--- config.mk ---
export PLATFORM = sky130hd
export DESIGN_NAME = qdf_decimator
export DESIGN_NICKNAME = d
export VERILOG_FILES = /design/src/rtl/qdf_pkg.sv /design/src/rtl/qdf_cancel.sv /design/src/rtl/qdf_ticks.sv /design/src/rtl/qdf_stage.sv /design/src/rtl/qdf_decimator.sv
export SDC_FILE = /design/constraint.sdc
export NUM_CORES = 1
export LEC_CHECK = 0
export BUFFER_PORTS_ARGS = -buffer_cell sky130_fd_sc_hd__buf_2
export CORE_MARGIN = 4
export CORE_UTILIZATION = 40
export DETAILED_ROUTE_END_ITERATION = 8
export PLACE_DENSITY = 0.55
export SLEW_MARGIN = 10
export SYNTH_ARGS = -nofsm -noshare
export SYNTH_HDL_FRONTEND = slang
export SYNTH_HIERARCHICAL = 1
export SYNTH_SLANG_ARGS = --single-unit
--- constraint.sdc ---
create_clock -name clk -period 2.95 [get_ports clk]
set_input_delay 0.4425 -clock clk [delete_from_list [all_inputs] [get_ports clk]]
set_output_delay 0.4425 -clock clk [all_outputs]
set_load 0.01 [all_outputs]
--- src/rtl/qdf_pkg.sv ---
package qdf_pkg;

  // Width of cascade stage k: grows by a fixed step per stage.
  function automatic int stage_w(input int w0, input int wstep, input int k);
    return w0 + wstep * k;
  endfunction

  // Net signed step for one cycle; coincident strobes cancel.
  function automatic logic signed [1:0] net_step(input logic up, input logic dn);
    if (up && !dn) return 2'sb01;
    if (dn && !up) return 2'sb11;
    return 2'sb00;
  endfunction

endpackage

--- src/rtl/qdf_cancel.sv ---
module qdf_cancel (
  input  logic              up_i,
  input  logic              dn_i,
  output logic signed [1:0] step_o
);
  import qdf_pkg::*;

  always_comb step_o = net_step(up_i, dn_i);

endmodule

--- src/rtl/qdf_ticks.sv ---
module qdf_ticks #(
  parameter int N = 4
) (
  input  logic         clk,
  input  logic         rst_n,
  output logic [N-1:0] dump_o
);
  logic [N-1:0] tog;
  logic [N:0]   en;

  assign en[0] = 1'b1;

  for (genvar k = 0; k < N; k++) begin : g_tog
    assign en[k+1] = en[k] & tog[k];

    always_ff @(posedge clk) begin
      if (!rst_n)     tog[k] <= 1'b0;
      else if (en[k]) tog[k] <= ~tog[k];
    end

    if (k > 0) begin : g_chk
      // a slower stage only dumps together with every faster one
      p_nested_dump_r4: assert property (@(posedge clk) disable iff (!rst_n)
        dump_o[k] |-> dump_o[k-1]);
    end
  end

  assign dump_o = en[N:1];

endmodule

--- src/rtl/qdf_stage.sv ---
module qdf_stage #(
  parameter int W   = 4,
  parameter int IW  = 2,
  parameter bit ODD = 1'b0
) (
  input  logic                 clk,
  input  logic                 rst_n,
  input  logic                 in_en,
  input  logic                 dump_en,
  input  logic signed [IW-1:0] in_v,
  output logic signed [W-1:0]  rd_o
);
  localparam logic [W-1:0] CLR = ODD ? {W{1'b1}} : {W{1'b0}};

  logic signed [W-1:0] ext, prev, inc, st, tv, nxt_add, nxt_clr;

  // delay-and-add averager on the stage input
  assign ext = W'(in_v);
  assign inc = ext + prev;

  always_ff @(posedge clk) begin
    if (!rst_n)     prev <= '0;
    else if (in_en) prev <= ext;
  end

  // storage coding picked by stage parity
  if (ODD) begin : g_inv
    assign tv      = ~st;
    assign nxt_add = st - inc;
    assign nxt_clr = ~inc;
  end else begin : g_true
    assign tv      = st;
    assign nxt_add = st + inc;
    assign nxt_clr = inc;
  end

  always_ff @(posedge clk) begin
    if (!rst_n)       st <= CLR;
    else if (dump_en) st <= nxt_clr;
    else if (in_en)   st <= nxt_add;
  end

  assign rd_o = tv;

  // named internal event for the overflow check
  logic signed [W:0] wide_sum;
  assign wide_sum = (W+1)'(tv) + (W+1)'(inc);

  p_no_overflow_r3: assert property (@(posedge clk) disable iff (!rst_n)
    (in_en && !dump_en) |-> (wide_sum[W] == wide_sum[W-1]));

  p_clear_on_dump_r5: assert property (@(posedge clk) disable iff (!rst_n)
    dump_en |=> (rd_o == $past(inc)));

  p_dump_needs_input_r4: assert property (@(posedge clk) disable iff (!rst_n)
    dump_en |-> in_en);

  p_idle_hold_r2: assert property (@(posedge clk) disable iff (!rst_n)
    !in_en |=> $stable(rd_o));

endmodule

--- src/rtl/qdf_decimator.sv ---
module qdf_decimator
  import qdf_pkg::*;
#(
  parameter int STAGES = 4,
  parameter int W0     = 4,
  parameter int WSTEP  = 2,
  localparam int WF    = W0 + WSTEP * (STAGES - 1),
  localparam int TQ    = WF / 4
) (
  input  logic               clk,
  input  logic               rst_n,
  input  logic               up_i,
  input  logic               dn_i,
  output logic [WF-1:0]      res_o,
  output logic               res_vld_o,
  output logic [WF-TQ-1:0]   trunc_o
);
  logic signed [1:0]   step;
  logic [STAGES-1:0]   dump;
  logic signed [WF-1:0] res_q;
  logic                vld_q;

  qdf_cancel u_cancel (.up_i(up_i), .dn_i(dn_i), .step_o(step));

  qdf_ticks #(.N(STAGES)) u_ticks (.clk(clk), .rst_n(rst_n), .dump_o(dump));

  for (genvar k = 0; k < STAGES; k++) begin : g_st
    localparam int WK  = stage_w(W0, WSTEP, k);
    localparam int IWK = (k == 0) ? 2 : stage_w(W0, WSTEP, k - 1);
    logic signed [WK-1:0]  rd;
    logic signed [IWK-1:0] src;
    logic                  en;

    if (k == 0) begin : g_first
      assign src = step;
      assign en  = 1'b1;
    end else begin : g_next
      assign src = g_st[k-1].rd;
      assign en  = dump[k-1];
    end

    qdf_stage #(.W(WK), .IW(IWK), .ODD(k % 2 == 1)) u_stage (
      .clk(clk), .rst_n(rst_n), .in_en(en), .dump_en(dump[k]),
      .in_v(src), .rd_o(rd)
    );
  end

  always_ff @(posedge clk) begin
    if (!rst_n) begin
      res_q <= '0;
      vld_q <= 1'b0;
    end else begin
      vld_q <= dump[STAGES-1];
      if (dump[STAGES-1]) res_q <= g_st[STAGES-1].rd;
    end
  end

  assign res_o     = res_q;
  assign res_vld_o = vld_q;
  assign trunc_o   = res_q[WF-1:TQ];

  p_cancel_r1: assert property (@(posedge clk) disable iff (!rst_n)
    (up_i && dn_i) |-> (step == 2'sb00));

  p_vld_single_r7: assert property (@(posedge clk) disable iff (!rst_n)
    res_vld_o |=> !res_vld_o);

  p_hold_r7: assert property (@(posedge clk) disable iff (!rst_n)
    !res_vld_o |-> $stable(res_o));

endmodule

==> results.py, run 1 <==
metrics = {
    "clock_tree": {
        "root_buffer": "clkbuf_16",
        "clock_latency_ns": 0.34,
        "clock_path_buffers": 2,
        "cts_buffers": 9,
        "cts_tree": "yes",
        "postCtsHoldBufs": 0,
        "clock-sinks": 63,
        "clk_pin_slew_ns": 0.06,
        "h-tree-depth": 3,
    },
    "cells_and_area": {
        "layout.nets": 590,
        "num_antenna_cells": 0,
        "area_growth_pct": 15.99,
        "layout_commonest_cell": "dfxtp_1",
        "seqCellArea_sq_um": 1265,
        "layout-drive-gt1-share_pct": 20.48,
        "fillCellCount": 1058,
        "fin_util_pct": 47.85,
        "mostFrequentLayoutCells": "dfxtp_1, mux2i_1, ha_1",
        "multi_input_area_sq_um": 3063,
    },
    "pwr": {
        "p_sw_share_pct": 30.46,
        "peakVddDrop_mv": 0.3329,
        "pwr-share-seq_pct": 33.6,
        "powerDensity_nw_per_um2": 529.3,
        "switchingPower_mw": 0.8471,
        "clkPwrFrac_pct": 39.5,
        "internal_power_mw": 1.934,
        "total_leakage_power_nw": 2.326,
        "power_frac_comb_pct": 26.9,
    },
    "floorplanning": {
        "core_sq_um": 10980,
        "die_x_microns": 114.4,
        "dieArea_sq_um": 13090,
        "io_pins": 23,
        "die_h_microns": 114.4,
        "std_cell_rows": 38,
        "initial_core_util_pct": 41.25,
    },
    "grt": {
        "grt_overflow": 0,
        "grt_pass1_wl_microns": 16600,
        "grtUsageTotal_pct": 15.62,
        "first_global_vias": 3605,
        "antenna_found_initial": 0,
        "grt_start_max_net_pins": 30,
    },
    "sta": {
        "holdWs_ns": 0.4515,
        "setup_viol": 0,
        "slew_viol_final": 0,
        "clock_skew_ns": 0.002969,
        "min_period_ns": 2.849,
        "rsz0062_at_grt": "false",
        "final.setup.tns_ns": 0,
        "max_freq_ghz": 0.3510,
        "timing.final.crit_share_pct": 96.59,
        "hold_violations": 0,
    },
    "yosys": {
        "synth_ff_type": "dfxtp_1",
        "syn_avg_cell_area_sq_um": 9.098,
        "ys_seq_elements": 63,
        "ys_async_sr_fraction_pct": 0,
        "synth_seq_area_share_pct": 27.84,
        "netlist_area_sq_um": 4531,
        "synth.distinct_cells": 76,
        "synth.net_count": 556,
        "synth_edf_count": 0,
        "syn_inst": 498,
        "yosys_warnings": 6,
    },
    "hold_path": {
        "hp-class": "primary input to register",
    },
    "outcome": {
        "outcome": "complete, no violations",
    },
    "setup_path": {
        "cp.arrival_ns": 3.08,
        "slowest_delay_ns": 0.37,
        "reg2reg_to": "g_st[2].u_stage/rd_o[7]$_SDFFE_PN0P_",
        "r2r_slack_ns": 0.10,
        "cp-end-kind": "register",
        "crit-reg2reg-launch": "g_st[1].u_stage/st[0]$_SDFFE_PN1P_",
        "reg2regPathDepth": 12,
        "crit_end": "g_st[2].u_stage/rd_o[7]$_SDFFE_PN0P_",
        "startpoint": "g_st[1].u_stage/st[0]$_SDFFE_PN1P_",
        "worstSetupPathType": "register to register",
        "cp_max_fo": 3,
        "cp_slowest_cell": "fa_2",
        "crit_chain": "inv_1, ha_2, fa_2, a21o_2, a211oi_2, nor2_2, ha_1, a21o_1, a31o_2, a21oi_2, mux4_2, o21a_1",
        "start_kind": "register",
        "required_ns": 3.18,
    },
    "routing": {
        "wl_per_cell_microns": 13.93,
        "drc_errors": 0,
        "ant_nets": 0,
        "drt_iter0_drc": 100,
        "detail_route.wirelength_microns": 9432,
        "via_per_inst": 5.323,
        "dr.pass1.iters": 4,
        "num_vias": 3604,
    },
    "run": {
        "drv_cap": 0,
    },
    "placement": {
        "dpl.hpwl_microns": 6868,
        "port_buffers": 22,
        "gp_routability_congestion": 0.7862,
    },
}
metal layers:
metal	global-route usage, %	wire length [microns]
met3	4.334	312
met1	18.76	4303
met2	26.93	4704
met4	4.988	112
met5	0	0
worst max-delay path: cells and delay by family, from the launching register on:
| kind | cells | cell delay (ns) |
|---|---|---|
| multiplexers | 1 | 0.29 |
| flip-flops | 1 | 0.32 |
| AO/OA/AOI/OAI | 6 | 1.14 |
| buffers and inverters | 1 | 0.05 |
| adder cells (fa/ha/maj) | 3 | 0.87 |
| AND/OR/NAND/NOR | 1 | 0.07 |
worst min-delay path by stage:
stage                                start                                 end  slack (ns)  depth (start not counted)
5_1_grt                              rst_n  g_st[1].u_stage/st[0]$_SDFFE_PN1P_        0.47                          2
4_1_cts                              rst_n  g_st[1].u_stage/st[2]$_SDFFE_PN1P_        0.45                          2
6_report                             rst_n  g_st[1].u_stage/st[2]$_SDFFE_PN1P_        0.45                          2
2_1_floorplan  u_ticks/tog[3]$_SDFFE_PN0P_         u_ticks/tog[3]$_SDFFE_PN0P_        0.44                          2
3_5_place_dp   u_ticks/tog[3]$_SDFFE_PN0P_         u_ticks/tog[3]$_SDFFE_PN0P_        0.47                          2
3_3_place_gp   u_ticks/tog[3]$_SDFFE_PN0P_         u_ticks/tog[3]$_SDFFE_PN0P_        0.45                          2
cells in the mapped netlist, types with 2 or more instances:
master,instances,area [sq um]
dfxtp_1,63,1261
ha_1,45,563.0
mux2i_1,40,400.4
inv_1,36,135.1
nor2_1,32,120.1
a21oi_1,30,150.1
nor2b_1,29,181.4
nand2_1,25,93.84
o21ai_0,19,95.09
a21o_1,11,82.58
xnor2_1,11,96.34
buf_4,10,75.07
fa_1,9,180.2
xor2_1,9,78.83
clkbuf_1,8,30.03
o21a_1,8,60.06
nand3_1,6,30.03
nor3_1,6,30.03
o211ai_1,5,37.54
a211oi_1,4,30.03
and4_1,4,35.03
buf_2,4,20.02
nand2b_1,4,25.02
nor4_1,4,25.02
or3_1,4,25.02
a21boi_0,3,22.52
a21oi_2,3,26.28
and2_1,3,18.77
nand3b_1,3,22.52
a221o_1,2,20.02
a311oi_1,2,17.52
a31oi_1,2,12.51
and3_1,2,12.51
buf_6,2,22.52
mux2_2,2,22.52
mux4_2,2,45.04
nand4b_1,2,17.52
o21ai_1,2,10.01
o21ba_2,2,20.02
o221ai_1,2,17.52
o22a_1,2,17.52
or4b_1,2,20.02
per-stage QoR:
stage	area (sq um)	instances	worst slack, ns	power (mW)
detailed placement	4827	655	-0.09199	1.682
global route	5255	677	0.004340	2.957
global placement	4827	655	-0.04880	1.657
CTS	5156	672	0.02423	2.804
finish	5255	677	0.1007	2.781
floorplan	4543	498	0.001208	1.492
sequential cells by signal (all words and copies together), names as in the netlist:
signal / flops
g_st.u_stage/prev: 20
g_st.u_stage/st: 16
g_st.u_stage/rd_o: 12
res_o: 10
u_ticks/tog: 3
res_vld_o: 1
u_ticks/dump_o: 1
power by group through the flow:
stage                     combinational (mW)  sequential, mW  clock (mW)
after detailed placement               0.728           0.954           0
after CTS                              0.737           0.935        1.13
after global placement                 0.706           0.951           0
after global routing                   0.846           0.941        1.17
final                                  0.749           0.935        1.10
after floorplan                        0.543           0.949           0
cells by family (layout without fill, tap and decap cells):
| logic type | Yosys count | count (layout) | synth area share (%) |
|---|---|---|---|
| other | 1 | 1 | 0.08277 |
| muxes | 44 | 44 | 10.33 |
| adders and majority gates | 54 | 54 | 16.40 |
| xor gates and xnor gates | 20 | 20 | 3.866 |
| DFF | 63 | 63 | 27.84 |
| and+or+nand+nor | 139 | 139 | 16.98 |
| AOI/OAI and AO/OA | 115 | 115 | 18.09 |
| buffers and inverters | 62 | 101 | 6.407 |
layout make-up:
| cell class | instances | area share [%] |
|---|---|---|
| Clock inverter | 6 | 1.310 |
| Clock buffer | 10 | 4.548 |
| Sequential cell | 63 | 24.07 |
| Tap cell | 140 | 3.333 |
| Timing Repair Buffer | 48 | 5.810 |
| Multi-Input combinational cell | 373 | 58.29 |
| Inverter | 37 | 2.643 |
what timing repair did:
item                                    in CTS  in global routing
pin swaps                                    2                 14
resized for setup                            4                 17
buffers inserted                             1                  5
endpoints found under the setup margin       1                  6
Power figures use the tool's default switching activity.
==> inputs of run 2 (changes only) <==
--- a/config.mk
+++ b/config.mk
@@ -13,5 +13,4 @@
 export SLEW_MARGIN = 10
 export SYNTH_ARGS = -nofsm -noshare
 export SYNTH_HDL_FRONTEND = slang
-export SYNTH_HIERARCHICAL = 1
 export SYNTH_SLANG_ARGS = --single-unit
==> run 2 against run 1 <==
  * Count of clock-buffer cells in the layout is the same
  * Sequential power is 1% higher
  * Critical path depth is 1 higher
  * Sequential share of layout area is 0.65 points higher
  * Global-route usage barely moved
  * Maximum frequency decreased by 1.8%
  * Area after synthesis down 5.8%
  * Die area shrank 5.4%
  * Clock skew rose by 0.0093 ns
  * Synthesized cell count up 3.6%
  * Sequential cell count unchanged
  * Non-clock buffer count increased by 12
  * Critical endpoint is now g_st[3].u_stage.st[6]$_SDFFE_PN1P_
  * Largest power group unchanged
==> results.py, run 2 <==
metrics = {
    "yosys": {
        "netlist_top_cells_count": "nor2_1, dfxtp_1, a21oi_1",
        "syn_avg_cell_area_sq_um": 8.273,
        "ys_async_sr_fraction_pct": 0,
        "ys_seq_elements": 63,
        "synth_seq_area_share_pct": 29.54,
        "yosys.area.top_type": "dfxtp_1",
        "synth_ff_type": "dfxtp_1",
        "synth.area.top_cells": "dfxtp_1, ha_1, nor2_1",
        "yosys_warnings": 0,
        "synth_top_area_share_pct": 29.54,
        "synth.distinct_cells": 61,
        "synth.net_count": 573,
        "netlist_area_sq_um": 4269,
        "synth_edf_count": 0,
        "synth_most_common_cell": "nor2_1",
        "syn_inst": 516,
    },
    "floorplanning": {
        "initial_core_util_pct": 41.17,
        "dieArea_sq_um": 12390,
        "core_sq_um": 10370,
        "std_cell_rows": 37,
        "io_pins": 23,
        "die_x_microns": 111.3,
        "die_h_microns": 111.3,
    },
    "placement": {
        "port_buffers": 22,
        "pre_cts_ws_ns": -0.08310,
        "dpl.hpwl_microns": 6878,
        "gp_routability_congestion": 0.7880,
        "dp.cells": 676,
    },
    "pwr": {
        "total_leakage_power_nw": 2.224,
        "powerDensity_nw_per_um2": 513.5,
        "total_power_mw": 2.649,
        "peakVddDrop_mv": 0.2973,
    },
    "outcome": {
        "outcome": "complete, no violations",
    },
    "sta": {
        "final.setup.tns_ns": 0,
        "setup_viol": 0,
        "hold_violations": 0,
        "relSlewSlack_pct": 63.83,
        "clock_skew_ns": 0.01231,
        "max_freq_ghz": 0.3446,
        "rsz0062_at_grt": "true",
        "worstMarginPinSlew_ns": 0.5412,
        "fin_ws_ns": 0.04791,
        "timing.final.crit_share_pct": 98.38,
        "min_period_ns": 2.902,
        "slew_viol_final": 0,
    },
    "cells_and_area": {
        "area_growth_pct": 20.81,
        "layout-drive-gt1-share_pct": 22.87,
        "fillCellCount": 1020,
        "mostFrequentLayoutCells": "nor2_1, dfxtp_1, nand2_1, a21oi_1",
        "layout_commonest_cell": "nor2_1",
        "num_antenna_cells": 0,
        "layout.nets": 616,
        "seqCellArea_sq_um": 1275,
        "largest_reg_flops": 20,
        "multi_input_area_sq_um": 2907,
        "instances_no_fill": 700,
        "top_register": "g_st.u_stage.prev",
    },
    "setup_path": {
        "required_ns": 3.16,
        "r2r_slack_ns": 0.05,
        "reg2regPathDepth": 13,
        "crit_end": "g_st[3].u_stage.st[6]$_SDFFE_PN1P_",
        "crit_chain": "ha_4, buf_4, a21o_1, a2111oi_4, buf_4, xor2_2, ha_1, buf_6, o21ai_2, a21oi_2, or3_1, a311oi_1, o21ai_1",
        "path_buf_inv": 3,
        "slowest_delay_ns": 0.38,
        "cp-end-kind": "register",
        "cp.arrival_ns": 3.11,
        "path_delay_family": "compound AO/OA/AOI/OAI gates",
        "cp_max_fo": 3,
        "cp_slowest_cell": "or3_1",
        "cp.depth": 13,
        "crit_path_frequent_cell": "buf_4",
        "startpoint": "g_st[3].u_stage.prev[0]$_SDFFE_PN0P_",
        "start_kind": "register",
        "worstSetupPathType": "register to register",
        "reg2reg_to": "g_st[3].u_stage.st[6]$_SDFFE_PN1P_",
        "crit-reg2reg-launch": "g_st[3].u_stage.prev[0]$_SDFFE_PN0P_",
    },
    "grt": {
        "grt_start_max_net_pins": 30,
        "first_global_vias": 3503,
        "antenna_found_initial": 0,
        "grt_overflow": 0,
        "grtUsageTotal_pct": 15.62,
        "grt_pass1_wl_microns": 16330,
    },
    "clock_tree": {
        "cts_tree": "yes",
        "clk_pin_slew_ns": 0.08,
        "clock-sinks": 63,
        "clock_path_buffers": 2,
        "cts_buffers": 9,
        "root_buffer": "clkbuf_8",
        "h-tree-depth": 3,
        "clock_latency_ns": 0.33,
    },
    "routing": {
        "via_per_inst": 5.210,
        "detail_route.wirelength_microns": 9530,
        "num_vias": 3647,
        "drc_errors": 0,
        "dr.pass1.iters": 4,
        "drt_iter0_drc": 169,
        "ant_nets": 0,
        "wl_per_cell_microns": 13.61,
    },
    "run": {
        "drv_cap": 0,
    },
    "hold_path": {
        "hp-class": "primary input to register",
    },
}
[run 2: stage by stage]
step | hold WS, ns | instance area, sq um | util, %
floorplan | 0.4132 | 4269 | -
global placement | 0.4218 | 4636 | 44.70
detailed placement | 0.4460 | 4636 | 44.70
CTS | 0.3968 | 4938 | 47.62
global route | 0.4388 | 5157 | 49.73
finish | 0.4122 | 5157 | 49.73
[run 2: final cells by class]
cell class	instances	area share (%)
tap	136	3.299
inverter	39	2.838
timing repair buffer	60	7.739
sequential	63	24.72
multi-input combinational	386	56.36
clock inverter	6	2.572
clock buffer	10	2.475
[run 2: logic make-up after synthesis]
| group | count (synthesis) | synth area share, % |
|---|---|---|
| AO/OA/AOI/OAI | 129 | 20.25 |
| XOR/XNOR | 23 | 4.719 |
| adder cells (fa/ha/maj) | 53 | 17.12 |
| buffers and inverters | 67 | 6.682 |
| flip-flops | 63 | 29.54 |
| multiplexers | 15 | 3.517 |
| AND/OR/NAND/NOR | 166 | 18.17 |
[run 2: worst min path at each step]
| stage | depth (start not counted) | start | slack (ns) | endpoint |
|---|---|---|---|---|
| 6_report | 3 | dn_i | 0.41 | g_st[0].u_stage.prev[0]$_SDFF_PN0_ |
| 5_1_grt | 3 | dn_i | 0.44 | g_st[0].u_stage.prev[0]$_SDFF_PN0_ |
| 4_1_cts | 3 | dn_i | 0.40 | g_st[0].u_stage.prev[0]$_SDFF_PN0_ |
| 3_5_place_dp | 1 | g_st[1].u_stage.st[0]$_SDFFE_PN1P_ | 0.45 | g_st[2].u_stage.prev[0]$_SDFFE_PN0P_ |
| 3_3_place_gp | 1 | g_st[1].u_stage.st[0]$_SDFFE_PN1P_ | 0.42 | g_st[2].u_stage.prev[0]$_SDFFE_PN0P_ |
| 2_1_floorplan | 1 | g_st[1].u_stage.st[0]$_SDFFE_PN1P_ | 0.41 | g_st[2].u_stage.prev[0]$_SDFFE_PN0P_ |
[run 2: repair_timing]
action	CTS	global route
pin swaps	8	28
resized for setup	5	43
buffers inserted	2	6
setup endpoints to repair	1	6
hold buffers	0	0
[run 2: worst min-delay path, cell delays in order]
cell	delay, ns
buf_2	0.08
ha_1	0.13
nor2_1	0.04
[run 2: power breakdown]
part / total [mW] / internal, mW / switching [mW]
Sequential: 0.945 / 0.898 / 0.0473
Combinational: 0.700 / 0.332 / 0.368
Clock: 1.00 / 0.646 / 0.357
[run 2: routing by layer]
layer	part of all wire, %	track usage (%)	vias to the layer above	wire [microns]
met2	50	27.46	48	4765
met5	0	0	-	0
met3	2.4	2.675	16	230
met4	1.8	4.866	0	170
met1	46	19.47	1708	4363
li1	-	-	1875	-
